**src/rtl/pix_link_router_pkg.sv**
```systemverilog
package pix_link_router_pkg;
  typedef enum logic [1:0] {
    MD_DD = 2'b00,
    MD_DS = 2'b01,
    MD_SD = 2'b10,
    MD_SS = 2'b11
  } rmode_e;

  typedef struct packed {
    logic hs;
    logic vs;
    logic de;
  } sync_t;

  localparam int NLINK = 2;
endpackage

```
**src/rtl/rtr_cfg.sv**
```systemverilog
module rtr_cfg
  import pix_link_router_pkg::*;
(
  input  logic       clk,
  input  logic       rst_n,
  input  logic [1:0] cfg_mode,
  input  logic       cfg_flip,
  output rmode_e     mode_q,
  output logic       flip_q
);
  // configuration follows the pins only while reset is held
  always_ff @(posedge clk) begin
    if (!rst_n) begin
      mode_q <= rmode_e'(cfg_mode);
      flip_q <= cfg_flip;
    end
  end
endmodule

```
**src/rtl/rtr_pack.sv**
```systemverilog
module rtr_pack
  import pix_link_router_pkg::*;
#(
  parameter int RGBW = 24
) (
  input  logic            clk,
  input  logic            rst_n,
  input  rmode_e          mode,
  input  logic            in_vld,
  output logic            in_rdy,
  input  logic [RGBW-1:0] in_pa,
  input  logic [RGBW-1:0] in_pb,
  input  sync_t           in_sy,
  input  logic            adv,
  output logic            emit,
  output logic [RGBW-1:0] e1_rgb,
  output sync_t           e1_sy,
  output logic [RGBW-1:0] e2_rgb,
  output sync_t           e2_sy,
  output logic            e2_en
);
  logic            pend_vld;
  logic [RGBW-1:0] pend_rgb, pend_rgb_n;
  sync_t           pend_sy;
  logic            pend_ld, pend_clr;

  always_comb begin
    in_rdy     = 1'b0;
    emit       = 1'b0;
    e1_rgb     = in_pa;
    e1_sy      = in_sy;
    e2_rgb     = in_pb;
    e2_sy      = in_sy;
    e2_en      = 1'b0;
    pend_ld    = 1'b0;
    pend_clr   = 1'b0;
    pend_rgb_n = in_pa;
    unique case (mode)
      MD_DD: begin
        in_rdy = adv;
        emit   = in_vld && adv;
        e2_en  = 1'b1;
      end
      MD_SS: begin
        in_rdy = adv;
        emit   = in_vld && adv;
      end
      MD_DS: begin
        if (pend_vld) begin
          emit     = adv;
          e1_rgb   = pend_rgb;
          e1_sy    = pend_sy;
          pend_clr = adv;
        end else begin
          in_rdy     = adv;
          emit       = in_vld && adv;
          pend_ld    = in_vld && adv;
          pend_rgb_n = in_pb;
        end
      end
      MD_SD: begin
        e2_en  = 1'b1;
        e1_rgb = pend_rgb;
        e1_sy  = pend_sy;
        e2_rgb = in_pa;
        if (!pend_vld) begin
          in_rdy  = 1'b1;
          pend_ld = in_vld;
        end else begin
          in_rdy = adv;
          emit   = in_vld && adv;
          if (in_sy.de == pend_sy.de) begin
            pend_clr = in_vld && adv;
          end else begin
            e2_rgb  = '0;
            e2_sy   = '{hs: pend_sy.hs, vs: pend_sy.vs, de: 1'b0};
            pend_ld = in_vld && adv;
          end
        end
      end
      default: ;
    endcase
  end

  always_ff @(posedge clk) begin
    if (!rst_n) begin
      pend_vld <= 1'b0;
      pend_rgb <= '0;
      pend_sy  <= '0;
    end else if (pend_ld) begin
      pend_vld <= 1'b1;
      pend_rgb <= pend_rgb_n;
      pend_sy  <= in_sy;
    end else if (pend_clr) begin
      pend_vld <= 1'b0;
    end
  end
endmodule

```
**src/rtl/rtr_ostg.sv**
```systemverilog
module rtr_ostg
  import pix_link_router_pkg::*;
#(
  parameter int RGBW = 24
) (
  input  logic            clk,
  input  logic            rst_n,
  input  logic            flip,
  input  logic            out_rdy,
  output logic            adv,
  input  logic            emit,
  input  logic [RGBW-1:0] e1_rgb,
  input  sync_t           e1_sy,
  input  logic [RGBW-1:0] e2_rgb,
  input  sync_t           e2_sy,
  input  logic            e2_en,
  output logic            ph_vld [NLINK],
  output logic [RGBW-1:0] ph_rgb [NLINK],
  output sync_t           ph_sy  [NLINK]
);
  logic            ovld;
  logic            o2en;
  logic [RGBW-1:0] lg_rgb [NLINK];
  sync_t           lg_sy  [NLINK];
  logic            lg_vld [NLINK];

  assign adv = !ovld || out_rdy;

  always_ff @(posedge clk) begin
    if (!rst_n) begin
      ovld <= 1'b0;
      o2en <= 1'b0;
      for (int i = 0; i < NLINK; i++) begin
        lg_rgb[i] <= '0;
        lg_sy[i]  <= '0;
      end
    end else if (adv) begin
      ovld <= emit;
      if (emit) begin
        o2en      <= e2_en;
        lg_rgb[0] <= e1_rgb;
        lg_sy[0]  <= e1_sy;
        lg_rgb[1] <= e2_en ? e2_rgb : '0;
        lg_sy[1]  <= e2_en ? e2_sy : '0;
      end
    end
  end

  assign lg_vld[0] = ovld;
  assign lg_vld[1] = ovld && o2en;

  for (genvar p = 0; p < NLINK; p++) begin : g_port
    localparam int LDIR = p;
    always_comb begin
      int src;
      src       = flip ? (NLINK - 1 - LDIR) : LDIR;
      ph_vld[p] = lg_vld[src];
      ph_rgb[p] = lg_rgb[src];
      ph_sy[p]  = lg_sy[src];
    end
  end
endmodule

```
**src/rtl/pix_link_router.sv**
```systemverilog
module pix_link_router
  import pix_link_router_pkg::*;
#(
  parameter int CW = 8,
  localparam int RGBW = 3 * CW
) (
  input  logic            clk,
  input  logic            rst_n,
  input  logic [1:0]      cfg_mode,
  input  logic            cfg_flip,
  input  logic            in_vld,
  output logic            in_rdy,
  input  logic [RGBW-1:0] in_pa_rgb,
  input  logic [RGBW-1:0] in_pb_rgb,
  input  logic            in_hs,
  input  logic            in_vs,
  input  logic            in_de,
  input  logic            out_rdy,
  output logic            p0_vld,
  output logic [RGBW-1:0] p0_rgb,
  output logic            p0_hs,
  output logic            p0_vs,
  output logic            p0_de,
  output logic            p1_vld,
  output logic [RGBW-1:0] p1_rgb,
  output logic            p1_hs,
  output logic            p1_vs,
  output logic            p1_de,
  output logic            lane_rev
);
  rmode_e          mode_q;
  logic            flip_q;
  logic            adv, emit, e2_en;
  logic [RGBW-1:0] e1_rgb, e2_rgb;
  sync_t           e1_sy, e2_sy, in_sy;
  logic            ph_vld [NLINK];
  logic [RGBW-1:0] ph_rgb [NLINK];
  sync_t           ph_sy  [NLINK];

  assign in_sy = '{hs: in_hs, vs: in_vs, de: in_de};

  rtr_cfg u_cfg (
    .clk(clk), .rst_n(rst_n), .cfg_mode(cfg_mode), .cfg_flip(cfg_flip),
    .mode_q(mode_q), .flip_q(flip_q)
  );

  rtr_pack #(.RGBW(RGBW)) u_pack (
    .clk(clk), .rst_n(rst_n), .mode(mode_q),
    .in_vld(in_vld), .in_rdy(in_rdy), .in_pa(in_pa_rgb), .in_pb(in_pb_rgb),
    .in_sy(in_sy), .adv(adv), .emit(emit),
    .e1_rgb(e1_rgb), .e1_sy(e1_sy), .e2_rgb(e2_rgb), .e2_sy(e2_sy), .e2_en(e2_en)
  );

  rtr_ostg #(.RGBW(RGBW)) u_ostg (
    .clk(clk), .rst_n(rst_n), .flip(flip_q), .out_rdy(out_rdy), .adv(adv),
    .emit(emit), .e1_rgb(e1_rgb), .e1_sy(e1_sy), .e2_rgb(e2_rgb), .e2_sy(e2_sy),
    .e2_en(e2_en), .ph_vld(ph_vld), .ph_rgb(ph_rgb), .ph_sy(ph_sy)
  );

  assign p0_vld   = ph_vld[0];
  assign p0_rgb   = ph_rgb[0];
  assign p0_hs    = ph_sy[0].hs;
  assign p0_vs    = ph_sy[0].vs;
  assign p0_de    = ph_sy[0].de;
  assign p1_vld   = ph_vld[1];
  assign p1_rgb   = ph_rgb[1];
  assign p1_hs    = ph_sy[1].hs;
  assign p1_vs    = ph_sy[1].vs;
  assign p1_de    = ph_sy[1].de;
  assign lane_rev = flip_q;
endmodule

```
**config.mk**
```make
export PLATFORM = sky130hd
export DESIGN_NAME = pix_link_router
export DESIGN_NICKNAME = d
export VERILOG_FILES = /design/src/rtl/pix_link_router_pkg.sv /design/src/rtl/rtr_cfg.sv /design/src/rtl/rtr_pack.sv /design/src/rtl/rtr_ostg.sv /design/src/rtl/pix_link_router.sv
export SDC_FILE = /design/constraint.sdc
export NUM_CORES = 1
export LEC_CHECK = 0
export ABC_AREA = 1
export BUFFER_PORTS_ARGS = -buffer_cell sky130_fd_sc_hd__buf_2
export CELL_PAD_IN_SITES_DETAIL_PLACEMENT = 1
export CELL_PAD_IN_SITES_GLOBAL_PLACEMENT = 2
export CORE_MARGIN = 3
export CORE_UTILIZATION = 30
export DETAILED_ROUTE_END_ITERATION = 10
export PLACE_DENSITY = 0.79
export SLEW_MARGIN = 15
export SYNTH_ARGS = -nofsm -noshare
export SYNTH_HDL_FRONTEND = slang
export SYNTH_SLANG_ARGS = --single-unit
export TNS_END_PERCENT = 1
```
**constraint.sdc**
```tcl
create_clock -name clk -period 6.33 [get_ports clk]
set_input_delay 0.3165 -clock clk [delete_from_list [all_inputs] [get_ports clk]]
set_output_delay 0.3165 -clock clk [all_outputs]
set_load 0.1 [all_outputs]
```
==> flow_metrics.env, run 1 <==
export IMPL_synth_top_family_by_area="simple AND/OR/NAND/NOR gates"
export IMPL_drt_first_pass_iters=5
export IMPL_timing_rr_start="u_cfg.mode_q[0]"
export IMPL_place_gp_congestion=0.7864
export IMPL_synth_top_cell_area_share_pct=33.75
export IMPL_gr_total_overflow=0
export IMPL_cp_common_cell="nand2_1"
export IMPL_synth_cells=698
export IMPL_holdCritStartpoint="cfg_mode[0]"
export IMPL_critPathMaxFanout=57
export IMPL_yosysMostFrequentCell="nand2_1"
export IMPL_fin_crit_ns=3.136
export IMPL_dpl_instance_area_um2=5720
export IMPL_start_kind="flop"
export IMPL_power_density_nw_per_um2=338.5
export IMPL_clockBufferDepth=2
export IMPL_cts_hold_buffers=0
export IMPL_htree_levels=3
export IMPL_pwr_share_comb_pct=35.6
export IMPL_grt_pass1_vias=4857
export IMPL_swShare_pct=42.40
export IMPL_postCtsSetupBuffers=0
export IMPL_worstSetupPathType="flop to flop"
export IMPL_grt_pass1_wl_um=27430
export IMPL_syn_area_um2=5071
export IMPL_drc=0
export IMPL_cts_resized_gates=0
export IMPL_synthTopCellsByCount="191 x nand2_1, 108 x nand3_1, 86 x a21oi_1"
export IMPL_hp_class="input port to flop"
export IMPL_cts_sinks=87
export IMPL_finalClockSkew_ns=0.006933
export IMPL_drt_total_wl_um=17480
export IMPL_p_int_mw=1.181
export IMPL_antenna_cells=0
export IMPL_clock_latency_ns=0.34
export IMPL_syn2layout_area_growth_pct=19.47
export IMPL_switching_power_uw=869.6
export IMPL_hold_viol=0
export IMPL_clkTransAtPathRegs_ns=0.06
export IMPL_yosys_area_share_simple_pct=28.50
export IMPL_synth_edf_count=57
export IMPL_synth_largest_area_cell="edfxtp_1"
export IMPL_finish_instance_area_um2=6058
export IMPL_grt_max_degree=58
export IMPL_num_rows=46
export IMPL_fp_dieW_um=136.0
export IMPL_die_h_um=136.0
export IMPL_cts_tree="yes"
export IMPL_coreArea_um2=16230
export IMPL_fin_crit_sh_pct=49.54
export IMPL_cp_end_kind="flop"
export IMPL_path_buf_inv=2
export IMPL_avgViaCountPerCell=5.044
export IMPL_synth_ff_type="edfxtp_1"
export IMPL_maxCapViolCount=0
export IMPL_synth_area_mux_share_pct=0
export IMPL_clkPwrFrac_pct=29.9
export IMPL_syn_area_per_cell_um2=7.265
export IMPL_vias=5039
export IMPL_drv_slew=0
export IMPL_numCtsBuffers=9
export IMPL_tns_ns=0
export IMPL_slew_limit_headroom_pct=33.09
export IMPL_async_flop_share_pct=0
export IMPL_avgRoutedWirePerCell_um=17.50
export IMPL_io_buffers=115
export IMPL_yosysWarnings=0
export IMPL_yosys_top_cells_area="edfxtp_1 34%, nand2_1 14%, dfxtp_1 12%"
export IMPL_dieArea_um2=18500
export IMPL_synth_seq_cells=87
export IMPL_antenna_found_initial=0
export IMPL_grt_usage_pct=19.01
export IMPL_status="finished clean"
export IMPL_fillers=2065
export IMPL_power_leakage_nw=2.741
export IMPL_drt_iter0_drc=391
export IMPL_setup_viol=0
export IMPL_synth_compound_area_share_pct=14.85
export IMPL_critPathLaunch="u_cfg.mode_q[0]"
export IMPL_grt_setup_unrepaired="false"
export IMPL_crit_slowest_cell="nand2_1"
export IMPL_syn_num_nets=760
export IMPL_hpwl_um=12250
export IMPL_synth_xor_area_share_pct=0
export IMPL_worstPathRequired_ns=6.39
export IMPL_rrSetupSlack_ns=3.19
export IMPL_yosysUniqueCellTypes=24
export IMPL_ant_nets=0
export IMPL_max_stage_delay_ns=0.73
export IMPL_max_vdd_ir_drop_mv=0.1621
export IMPL_ioPinCount=116
export IMPL_start_util_pct=31.24
export IMPL_yosysSeqAreaShare_pct=45.60
export IMPL_drive_above_1_share_pct=19.03
export IMPL_cp_data_arrival_time_ns=3.20
export IMPL_clock_fmax_mhz=318.9
export IMPL_synth_fa_ha_area_share_pct=0.9869
export IMPL_critPathTopFamily="simple AND/OR/NAND/NOR gates"
export IMPL_tightestPinTransition_ns=1.001
export IMPL_sequentialPowerShare_pct=34.5
export IMPL_path_cells="inv_1, ha_2, buf_4, nand2_1, nand2_1, a21oi_1"
export IMPL_cts_root_buffer="clkbuf_16"
export IMPL_fin_nets=840
[state kept, by name, summed over array words and instances (netlist names)]
signal and cells:
u_pack.pend_sy 3, u_cfg.mode_q 2, u_pack.pend_vld 1, u_pack.pend_rgb 24
u_ostg.lg_sy 6, u_cfg.flip_q 1, u_ostg.o2en 1, u_ostg.ovld 1
u_ostg.lg_rgb 48
[cells by family after synthesis]
kind of cell | count (synthesis)
buffers and inverters | 120
and+or+nand+nor | 341
AOI/OAI and AO/OA | 146
adders and majority gates | 4
DFF | 87
[cell type report]
type                       count  area, um^2  area share, %
timing repair buffer         122       628.1          10.37
tap                          216       270.3          4.461
sequential                    87        2312          38.17
clock buffer                  10       229.0          3.779
clock inverter                 6       108.9          1.797
inverter                      67       254.0          4.192
multi-input combinational    491        2256          37.24
[cells in the final DEF (no fill, tap or decap)]
| cell | n |
|---|---|
| inv_6 | 1 |
| ha_1 | 3 |
| inv_1 | 64 |
| nand2_4 | 2 |
| buf_2 | 115 |
| inv_2 | 1 |
| nor2_1 | 34 |
| nand2_2 | 2 |
| nand3_1 | 107 |
| a21oi_1 | 86 |
| o21ai_0 | 57 |
| dfxtp_1 | 30 |
| clkinv_2 | 2 |
| clkbuf_16 | 9 |
| nand2_1 | 191 |
| clkinv_1 | 1 |
| nand4_1 | 2 |
| edfxtp_1 | 57 |
| o211ai_4 | 1 |
| o21ai_2 | 1 |
| nand3_2 | 1 |
| a21boi_0 | 1 |
| clkbuf_1 | 1 |
| ha_2 | 1 |
| or2_2 | 2 |
| bufinv_16 | 3 |
| inv_4 | 1 |
| buf_4 | 7 |
[worst paths after layout]
path                              end  depth (start not counted)
setup reg to reg  u_ostg.lg_rgb[0][6]                          6
setup / recovery  u_ostg.lg_rgb[0][6]                          6
hold reg to reg   u_pack.pend_rgb[15]                          2
hold / removal        u_cfg.mode_q[0]                          1
[per-layer routing]
metal	track usage, %	routed length (um)
met5	0	0
met4	5.767	298
met3	2.332	808
met2	27.60	7533
met1	29.25	8843
[power groups by stage]
stage / Sequential (mW) / Clock (mW) / Combinational, mW
after global placement: 0.717 / 0 / 0.720
after CTS: 0.708 / 0.616 / 0.735
after global routing: 0.714 / 0.640 / 0.782
after detailed placement: 0.720 / 0 / 0.734
final: 0.708 / 0.613 / 0.730
after floorplan: 0.708 / 0 / 0.592
[through the flow]
stage	power, mW	utilization [%]	worst slack (ns)	cells	hold WS (ns)
6_report	2.051	37.33	3.194	999	0.1479
5_1_grt	2.136	37.33	2.919	999	0.1465
4_1_cts	2.059	37.33	3.180	999	0.1364
3_5_place_dp	1.454	35.25	3.226	983	0.4730
3_3_place_gp	1.437	35.25	3.408	983	0.4631
2_1_floorplan	1.300	-	2.261	698	0.4154
Note: power is estimated with default switching activity, not from simulation.
==> run 2: changes to the inputs <==
Settings changed: CORE_UTILIZATION 30 to 27, PLACE_DENSITY 0.79 to 0.75.
Clock period 6.33 ns to 2.8 ns, I/O delays scaled along.
==> flow_metrics.env, run 2 (synthesis results as in run 1) <==
export IMPL_status="finished clean"
export IMPL_setup_viol=0
export IMPL_io_buffers=115
export IMPL_ant_nets=0
export IMPL_largest_reg_flops=48
export IMPL_maxCapViolCount=0
export IMPL_swShare_pct=43.30
export IMPL_largest_register="u_ostg.lg_rgb"
export IMPL_grt_pass1_wl_um=27920
export IMPL_sequentialPowerShare_pct=34.4
export IMPL_switching_power_mw=2.002
export IMPL_start_util_pct=27.85
export IMPL_power_total_mw=4.624
export IMPL_hp_class="input port to flop"
export IMPL_gr_total_overflow=0
export IMPL_p_int_mw=2.621
export IMPL_fin_crit_sh_pct=88.19
export IMPL_num_rows=49
export IMPL_power_density_nw_per_um2=705.6
export IMPL_cp_common_cell="nand2_2"
export IMPL_grt_setup_unrepaired="false"
export IMPL_path_cells="inv_1, ha_2, nand3_1, nand2_2, nand2_2, a21oi_1"
export IMPL_dieArea_um2=20460
export IMPL_clkTransAtPathRegs_ns=0.07
export IMPL_drc=0
export IMPL_place_gp_congestion=0.8310
export IMPL_coreArea_um2=18210
export IMPL_final_util_pct=35.99
export IMPL_grt_usage_pct=17.23
export IMPL_finalClockSkew_ns=0.009264
export IMPL_hold_depth=5
export IMPL_top_regs="u_ostg.lg_rgb: 48 flops, u_pack.pend_rgb: 24 flops, u_ostg.lg_sy: 6 flops"
export IMPL_worstSetupPathType="flop to flop"
export IMPL_clkPwrFrac_pct=24.7
export IMPL_clockBufferDepth=2
export IMPL_antenna_cells=0
export IMPL_dpl_cell_count=1000
export IMPL_syn2layout_area_growth_pct=29.21
export IMPL_finish_instance_area_um2=6553
export IMPL_numCtsBuffers=9
export IMPL_multi_input_area_um2=2256
export IMPL_cp_data_arrival_time_ns=2.59
export IMPL_drt_total_wl_um=17520
export IMPL_avgViaCountPerCell=4.864
export IMPL_fin_crit_ns=2.469
export IMPL_cp_end_kind="flop"
export IMPL_drv_slew=0
export IMPL_drt_met1_wl_um=8732
export IMPL_die_h_um=143.0
export IMPL_slew_limit_headroom_pct=35.88
export IMPL_start_kind="flop"
export IMPL_grt_pass1_vias=4984
export IMPL_vias=4956
export IMPL_ioPinCount=116
export IMPL_crit_slowest_cell="ha_2"
export IMPL_fillers=2200
export IMPL_final_cell_mix="191 x nand2_1, 107 x nand3_1, 86 x a21oi_1, 86 x buf_2, 64 x inv_1"
export IMPL_max_stage_delay_ns=0.61
export IMPL_dpl_instance_area_um2=6240
export IMPL_stdcell_count=1019
export IMPL_avgRoutedWirePerCell_um=17.20
export IMPL_htree_levels=3
export IMPL_route_met3_wl_um=1005
export IMPL_worstPathRequired_ns=2.92
export IMPL_clock_fmax_mhz=405.0
export IMPL_reg2reg_depth=6
export IMPL_drt_first_pass_iters=4
export IMPL_hpwl_um=12990
export IMPL_pwr_share_comb_pct=40.9
export IMPL_fin_nets=847
export IMPL_whs_ns=0.1858
export IMPL_drt_iter0_drc=339
export IMPL_cts_sinks=87
export IMPL_clock_latency_ns=0.34
export IMPL_max_vdd_ir_drop_mv=0.3002
export IMPL_tightestPinTransition_ns=0.9595
export IMPL_cts_root_buffer="clkbuf_16"
export IMPL_cts_tree="yes"
export IMPL_grt_max_degree=68
export IMPL_power_leakage_nw=2.878
export IMPL_drive_above_1_share_pct=19.49
export IMPL_critPathMaxFanout=27
export IMPL_antenna_found_initial=0
export IMPL_final_common_cell="nand2_1"
export IMPL_hold_viol=0
export IMPL_register_area_um2=2312
export IMPL_wl_met2_um=7474
export IMPL_fp_dieW_um=143.0
export IMPL_highest_signal_layer="met4"
run 2: cell types whose count changed in the layout (fill, tap and decap cells not counted), sizes merged:
cell | before | now
clkinv | 3 | 4
bufinv | 3 | 0
dlygate4sd3 | 0 | 3
buf | 122 | 126
inv | 67 | 68
clkinvlp | 0 | 1
run 2: cell type report:
type / instances / area share, %
Clock inverter: 6 / 0.6683
Timing Repair Buffer: 129 / 17.72
Tap cell: 229 / 4.373
Clock buffer: 10 / 3.647
Sequential cell: 87 / 35.29
Multi-Input combinational cell: 491 / 34.43
Inverter: 67 / 3.876
run 2: what timing repair did:
| action | 4_1_cts | 5_1_grt |
|---|---|---|
| buffers inserted | 0 | 0 |
| gates resized for setup | 0 | 0 |
| endpoints found under the hold margin | 3 | 0 |
| hold buffers | 3 | 0 |
run 2: routing by layer:
layer	vias up	global-route usage, %
met5	-	0
met4	0	5.403
met3	19	2.110
met2	132	25.45
met1	2324	26.12
li1	2481	-
run 2: per-stage QoR:
step	setup TNS, ns	worst slack, ns
4_1_cts	0	0.3689
5_1_grt	0	0.2373
2_1_floorplan	-35.25	-0.7315
6_report	0	0.3308
3_3_place_gp	0	0.4738
3_5_place_dp	0	0.3910
run 2: path summary, 6_finish.rpt:
check | startpoint | end | slack, ns
hold / removal | in_hs | u_pack.pend_sy[2] | 0.19
hold reg to reg | u_pack.pend_rgb[3] | u_pack.pend_rgb[3] | 0.49
setup / recovery | u_cfg.mode_q[1] | u_ostg.lg_rgb[0][3] | 0.33
setup reg to reg | u_cfg.mode_q[1] | u_ostg.lg_rgb[0][3] | 0.33
run 2: power groups by stage:
stage	logic, mW	clock network [mW]	registers (mW)
2_1_floorplan	1.35	0	1.60
3_3_place_gp	1.87	0	1.61
3_5_place_dp	1.90	0	1.62
4_1_cts	1.90	1.17	1.59
5_1_grt	2.01	1.21	1.61
6_report	1.89	1.14	1.59
run 2: critical path: cells and delay by family, from the launching register on:
kind	cells	cell delay, ns
buffers and inverters	1	0.07
AO/OA/AOI/OAI	1	0.43
flip-flops	1	0.37
adder cells (fa/ha/maj)	1	0.61
AND/OR/NAND/NOR	3	0.74
